**src/rtl/meb_busy_mgr.sv**
```systemverilog
module meb_busy_mgr #(
  parameter int WLEN_W = 8
) (
  input  logic              clk,
  input  logic              rst_n,
  input  logic              trig_i,
  input  logic              rd_done_i,
  input  logic              cont_mode_i,
  input  logic [WLEN_W-1:0] win_len_i,
  output logic              strobe_o,
  output logic [1:0]        mem_sel_o,
  output logic              rd_valid_o,
  output logic              busy_o,
  output logic              trailer_o
);

  localparam logic [1:0] LAST_IDX = 2'd2;

  logic [1:0]        rd_ptr, full_cnt;
  logic [WLEN_W-1:0] cnt;
  logic              strobe, busy, trailer;

  function automatic logic [1:0] inc3(input logic [1:0] v);
    return (v == LAST_IDX) ? 2'd0 : v + 2'd1;
  endfunction

  logic       done_eff, accept, abort, win_end, busy_nx;
  logic [1:0] full_ad, full_aa, full_nx, rd_nx;
  logic [2:0] occ_nx;

  assign done_eff = rd_done_i && (full_cnt != 2'd0);
  assign full_ad  = full_cnt - {1'b0, done_eff};
  assign accept   = trig_i && !strobe && (cont_mode_i || !busy);
  assign abort    = cont_mode_i && accept && (full_ad >= 2'd2);
  assign win_end  = strobe && (cnt == '0);
  assign full_aa  = full_ad - {1'b0, abort};
  assign full_nx  = full_aa + {1'b0, win_end};
  assign occ_nx   = {1'b0, full_ad} + {2'b0, strobe};

  always_comb begin
    case ({done_eff, abort})
      2'b00:   rd_nx = rd_ptr;
      2'b11:   rd_nx = inc3(inc3(rd_ptr));
      default: rd_nx = inc3(rd_ptr);
    endcase
  end

  always_comb begin
    if (cont_mode_i)
      busy_nx = accept ? (full_aa != 2'd0) : (busy && (occ_nx >= 3'd2));
    else
      busy_nx = accept ? (full_ad == 2'd2) : (busy && !done_eff);
  end

  always_ff @(posedge clk or negedge rst_n) begin
    if (!rst_n) begin
      rd_ptr   <= 2'd0;
      full_cnt <= 2'd0;
      cnt      <= '0;
      strobe   <= 1'b0;
      busy     <= 1'b0;
      trailer  <= 1'b0;
    end else begin
      rd_ptr   <= rd_nx;
      full_cnt <= full_nx;
      busy     <= busy_nx;
      trailer  <= abort;
      if (accept) begin
        strobe <= 1'b1;
        cnt    <= win_len_i;
      end else if (win_end) begin
        strobe <= 1'b0;
      end else if (strobe) begin
        cnt    <= cnt - 1'b1;
      end
    end
  end

  assign strobe_o   = strobe;
  assign mem_sel_o  = rd_ptr;
  assign rd_valid_o = (full_cnt != 2'd0);
  assign busy_o     = busy;
  assign trailer_o  = trailer;

endmodule


```
**config.mk**
```make
export PLATFORM = sky130hd
export DESIGN_NAME = meb_busy_mgr
export DESIGN_NICKNAME = d
export VERILOG_FILES = /design/src/rtl/meb_busy_mgr.sv
export SDC_FILE = /design/constraint.sdc
export NUM_CORES = 1
export LEC_CHECK = 0
export CAP_MARGIN = 20
export CORE_MARGIN = 10
export CORE_UTILIZATION = 50
export CTS_CLUSTER_DIAMETER = 100
export DETAILED_ROUTE_END_ITERATION = 10
export DONT_BUFFER_PORTS = 1
export HOLD_SLACK_MARGIN = 0.1
export PLACE_DENSITY = 0.63
export SETUP_SLACK_MARGIN = 0.2
export SLEW_MARGIN = 20
export SYNTH_ARGS = -nofsm -noshare
export SYNTH_HDL_FRONTEND = slang
export SYNTH_SLANG_ARGS = --single-unit
```
**constraint.sdc**
```tcl
create_clock -name clk -period 4.13 [get_ports clk]
set_clock_uncertainty 0.2 [all_clocks]
set_input_delay 0 -clock clk [delete_from_list [all_inputs] [get_ports clk]]
set_output_delay 0 -clock clk [all_outputs]
set_load 0.03 [all_outputs]
```
## Yosys cells after proc, flatten, opt, wreduce, memory -nomap -nowiden

Cells that the tools add are included.

| storage, ports and cells | value |
|---|---|
| register bits | 15 |
| input port bits | 13 |
| output and inout bits | 6 |
| logic and storage cells | 50 |

| cells by class | value |
|---|---|
| add/subtract/negate cells | 7 |
| magnitude comparators | 2 |
| equal/unequal tests | 5 |
| muxes and demuxes | 11 |
| reductions and logical operators | 19 |

Operators by type and width:

| cell | number |
|---|---|
| 8-bit 2-to-1 mux | 3 |
| 2-bit == test, second input constant | 4 |
| 1-bit logical AND | 8 |
| 8-bit logical NOT | 1 |
| 2-bit nonzero test | 4 |
| 8-bit by 1-bit subtractor with 8-bit output, second input constant | 1 |
| 1-bit 2-to-1 mux | 5 |
| 2-bit by 1-bit adder with 2-bit output, second input constant | 2 |
| 2-bit 2-to-1 mux | 2 |
| 2-bit one-hot mux with 2 select lines | 1 |
| 2-bit by 1-bit subtractor with 2-bit output | 2 |
| 2-bit by 1-bit adder with 3-bit output | 1 |
| 3-bit by 2-bit greater-or-equal comparator with 1-bit output, second input constant | 1 |
| 1-bit logical NOT | 3 |
| 2-bit by 1-bit adder with 2-bit output | 1 |
| 2-bit greater-or-equal comparator, second input constant | 1 |
| 2-bit logical NOT | 1 |
| 2-bit inequality test, second input constant | 1 |
| 2-bit AND reduction | 1 |
| 1-bit logical OR | 1 |

## Logic depth before layout (Yosys ltp)

| depth | value |
|---|---|
| word-level depth | 9 |
| depth in mapped cells | 10 |
| gate-level depth less buffers | 10 |

## Worst setup path after synthesis

No wires, ideal clock.

| timing path | value |
|---|---|
| kind | register -> register |
| start point | register full_cnt[1] |
| end point | register busy (netlist: busy_o) |
| setup time | 0.137 ns |
| arrival | 2.243 ns |
| data required time | 3.793 ns |
| path slack | 1.550 ns |
| cell stages (with the launch flop) | 10 |
| path buffers | 0 |
| period minus slack after synthesis | 2.580 ns |
| cell sequence | dfrtp_1 o21ai_1 inv_1 ha_1 nand3b_1 o2111a_2 ha_1 inv_1 a2111oi_0 nor3_1 |

| between the ends | value |
|---|---|
| cells in the longest elaborated chain, start to end | 9 |
| elaborated cells on any way between the ends | 16 |
| those cells by class | add/sub (3); order compare (2); eq/ne (1); mux (3); reduce/logical (7) |

RTL lines:

| what | line | RTL |
|---|---|---|
| start: declaration | 19 | `logic [1:0] rd_ptr, full_cnt;` |
| start signal: assignment | 65 | `full_cnt <= full_nx;` |
| 2-bit nonzero test | 31 | `assign done_eff = rd_done_i && (full_cnt != 2'd0);` |
| 1-bit logical AND | 31 |  |
| 2-bit by 1-bit subtractor with 2-bit output * | 32 | `assign full_ad = full_cnt - {1'b0, done_eff};` |
| 2-bit greater-or-equal comparator * | 34 | `assign abort = cont_mode_i && accept && (full_ad >= 2'd2);` |
| 1-bit logical AND * | 34 |  |
| via abort | 27 | `logic done_eff, accept, abort, win_end, busy_nx;` |
| 2-bit by 1-bit subtractor with 2-bit output * | 36 | `assign full_aa = full_ad - {1'b0, abort};` |
| 2-bit nonzero test * | 50 | `busy_nx = accept ? (full_aa != 2'd0) : (busy && (occ_nx >= 3'd2));` |
| 1-bit 2-to-1 mux * | 50 |  |
| 1-bit 2-to-1 mux * | 49 | `if (cont_mode_i)` |
| via busy_nx | 27 |  |
| end signal: assignment | 66 | `busy <= busy_nx;` |
| end: declaration | 21 | `logic strobe, busy, trailer;` |

The timed path passes the listed nets; every way through them passes the cells marked *.
A chain may end at the register's enable or synchronous reset.

## Worst setup path after layout

Same ends and word-level chain as after synthesis.

==> results.md <==
- Status: finished, final reports clean
- Initial core utilization: 53.0%
- Setup violations, final: 0
- Cells after synthesis: 94
- Remaining antenna violation count after routing: 0
- Drt first pass iters: 4
- Flop2flop setup slack: 0.78 ns
- CTS Buf Count: 3
- Commonest non-fill, non-tap cells in the layout: dlygate4sd3_1 (25), dfrtp_1 (15), nand2_1 (10)
- Largest net degree at the start of global routing: 16
- Placed Area: 943 um^2
- Area Growth Syn to Fin: 33.2%
- DR vias: 792
- Die X: 62.8 um
- Worst-path clk slew: 0.09 ns
- Unrepaired setup endpoints after global routing: false
- Clock latency on the worst-skew pair: 0.28 ns
- Tmin final: 3.35 ns
- Critical path startpoint category: register
- Routability cong.: 0.777
- Top_reg_cell synth: dfrtp_1
- Routed vias/inst: 5.39
- Setup CP Type: reg2reg
- Peak supply drop: 0.434 mV
- Cell Count, Final, Fillers Out: 147
- Final net count: 141
- Sequential area share after synthesis: 41.0%
- CP Cell Sequence: o21ai_1, inv_1, ha_1, nand3b_1, o2111a_2, ha_1, inv_1, a2111oi_0, nor3_1, dlygate4sd3_1
- Post-CTS Setup Bufs: 0
- Remaining DRCs: 0
- Critical Path Slowest Stage Cell: dlygate4sd3_1
- Yosys reg bits: 15
- Leakage power: 0.523 nW
- Final instance area: 1220 um^2
- Worst slew margin: 52.3%
- Initial DRC Count: 13
- Top post-synthesis cells by area: dfrtp_1 (41%), ha_1 (6.8%), nand2_1 (4.1%), inv_1 (2.9%), xnor2_1 (2.9%)
- Cell accounting for the most synthesized area: dfrtp_1
- Cells after DPL: 118
- I/O pin count: 19
- Row count: 15
- Die ar.: 3940 um^2
- CTS sink count: 15
- Fillers: 145
- Grt total ovfl: 0
- Crit end category: register
- TNS Setup: 0 ns
- CP max stage delay: 0.56 ns
- Actual slew at the worst max-slew pin: 0.714 ns
- Layout cell share with drive strength beyond 1: 11.5%
- Number of flops mapped to enable cells by yosys: 0
- Asr flop ratio synth: 100%
- Total Routing Usage GR: 11.6%
- Data arrival, critical path: 3.33 ns
- Initial antenna violation count: 0
- Detailed Place HPWL: 1450 um
- Max Slew Vio Count: 0
- Final Hold Vio Count: 0
- TritonCTS clock tree: done
- Number of global-route vias before repair: 818
- PD cells: 700 nW/um^2
- Placeable Area: 1730 um^2
- WL final: 2200 um
- # Max-Cap Violations: 0
- Die Y: 62.8 um
- Hold crit path type: in2reg
- CTS root buf: clkbuf_4
- First-pass GRT wire length: 3760 um
- Syn avg cell area: 9.74 um^2
- Post-synthesis cell area: 916 um^2
- Clock Path Buffers: 2
- Net Count, Synth: 112
- Most common cell after layout, fill and taps aside: dlygate4sd3_1
- IO buf count: 0
- Required @ worst endpoint: 4.10 ns
- Post-synth top area share: 41.0%
- CP max FO: 6
- Ratio of final minimum period to clock period: 81.2%
- Fmax: 298 MHz
- Hold Worst Slack: 0.198 ns
- H-tree depth: 1
- Drt wl/cell: 15.0 um
- Yosys warnings: 0
- Unique masters post-synth: 38
- Ant diodes: 0
==> cell families (layout without fill, tap and decap cells) <==
kind of cell | Yosys count | in the layout | share of synthesized area, %
AND/OR/NAND/NOR | 40 | 40 | 25.1
AO/OA/AOI/OAI | 21 | 21 | 19.0
flip-flops | 15 | 15 | 41.0
buffers and inverters | 8 | 36 | 3.28
adder cells (fa/ha/maj) | 5 | 5 | 6.83
XOR/XNOR | 5 | 5 | 4.78
==> metrics by stage <==
stage / power (mW) / setup slack, ns / util [%]
after detailed placement: 0.655 / 1.36 / 54.6
final: 0.854 / 0.776 / 70.7
after floorplan: 0.586 / 1.55 / -
after global routing: 0.928 / 0.551 / 70.7
after global placement: 0.643 / 1.43 / 54.6
after CTS: 0.844 / 0.804 / 70.7
==> power breakdown <==
| part | switching [mW] | internal, mW |
|---|---|---|
| combinational | 0.200 | 0.237 |
| sequential | 0.116 | 0.215 |
| clock | 0.0475 | 0.0375 |
| total | 0.363 | 0.490 |
==> worst max-delay path: cells and delay by family, from the launching register on <==
kind / cells / cell delay [ns]
AOI/OAI and AO/OA: 3 / 0.91
adders and majority gates: 2 / 0.62
buffers and inverters: 3 / 0.78
DFF: 1 / 0.44
and+or+nand+nor: 2 / 0.28
==> synth_stat cells, drive strengths merged, types with 3 or more instances <==
master  count
nand2      12
inv         7
nor2        6
o21ai       7
xnor2       3
dfrtp      15
a31oi       3
nand3b      3
ha          5
==> state kept, by name, indices dropped and copies added, names as in the netlist <==
signal     cells
strobe_o       1
trailer_o      1
cnt            8
mem_sel_o      2
full_cnt       2
busy_o         1
==> final timing paths <==
kind / start / to / depth (start not counted)
min in group asynchronous: rst_n / busy_o$_DFF_PN0_ / 2
min: win_len_i[7] / cnt[7]$_DFFE_PN0P_ / 3
max in group asynchronous: rst_n / cnt[2]$_DFFE_PN0P_ / 2
min reg2reg: cnt[7]$_DFFE_PN0P_ / cnt[7]$_DFFE_PN0P_ / 2
max: full_cnt[1]$_DFF_PN0_ / busy_o$_DFF_PN0_ / 10
max reg2reg: full_cnt[1]$_DFF_PN0_ / busy_o$_DFF_PN0_ / 10
==> layer usage <==
| metal | share of wire, % | track usage, % |
|---|---|---|
| met2 | 49 | 19.7 |
| met5 | 0 | 0 |
| met1 | 43 | 12.7 |
| met4 | 2.6 | 6.15 |
| met3 | 4.6 | 3.41 |
==> area by class of cell <==
type	count	area (um^2)	area share (%)
Timing Repair Buffer	25	250	20.5
Inverter	7	26.3	2.15
Multi-Input combinational cell	71	510	41.8
Clock buffer	4	26.3	2.15
Tap cell	25	31.3	2.56
Sequential cell	15	375	30.8
==> repair_timing <==
item,in CTS,in global routing
hold endpoints to repair,28,0
hold buffers,25,0
gates resized for setup,0,0
setup endpoints to repair,0,0
Note: power is estimated with default switching activity, not from simulation.
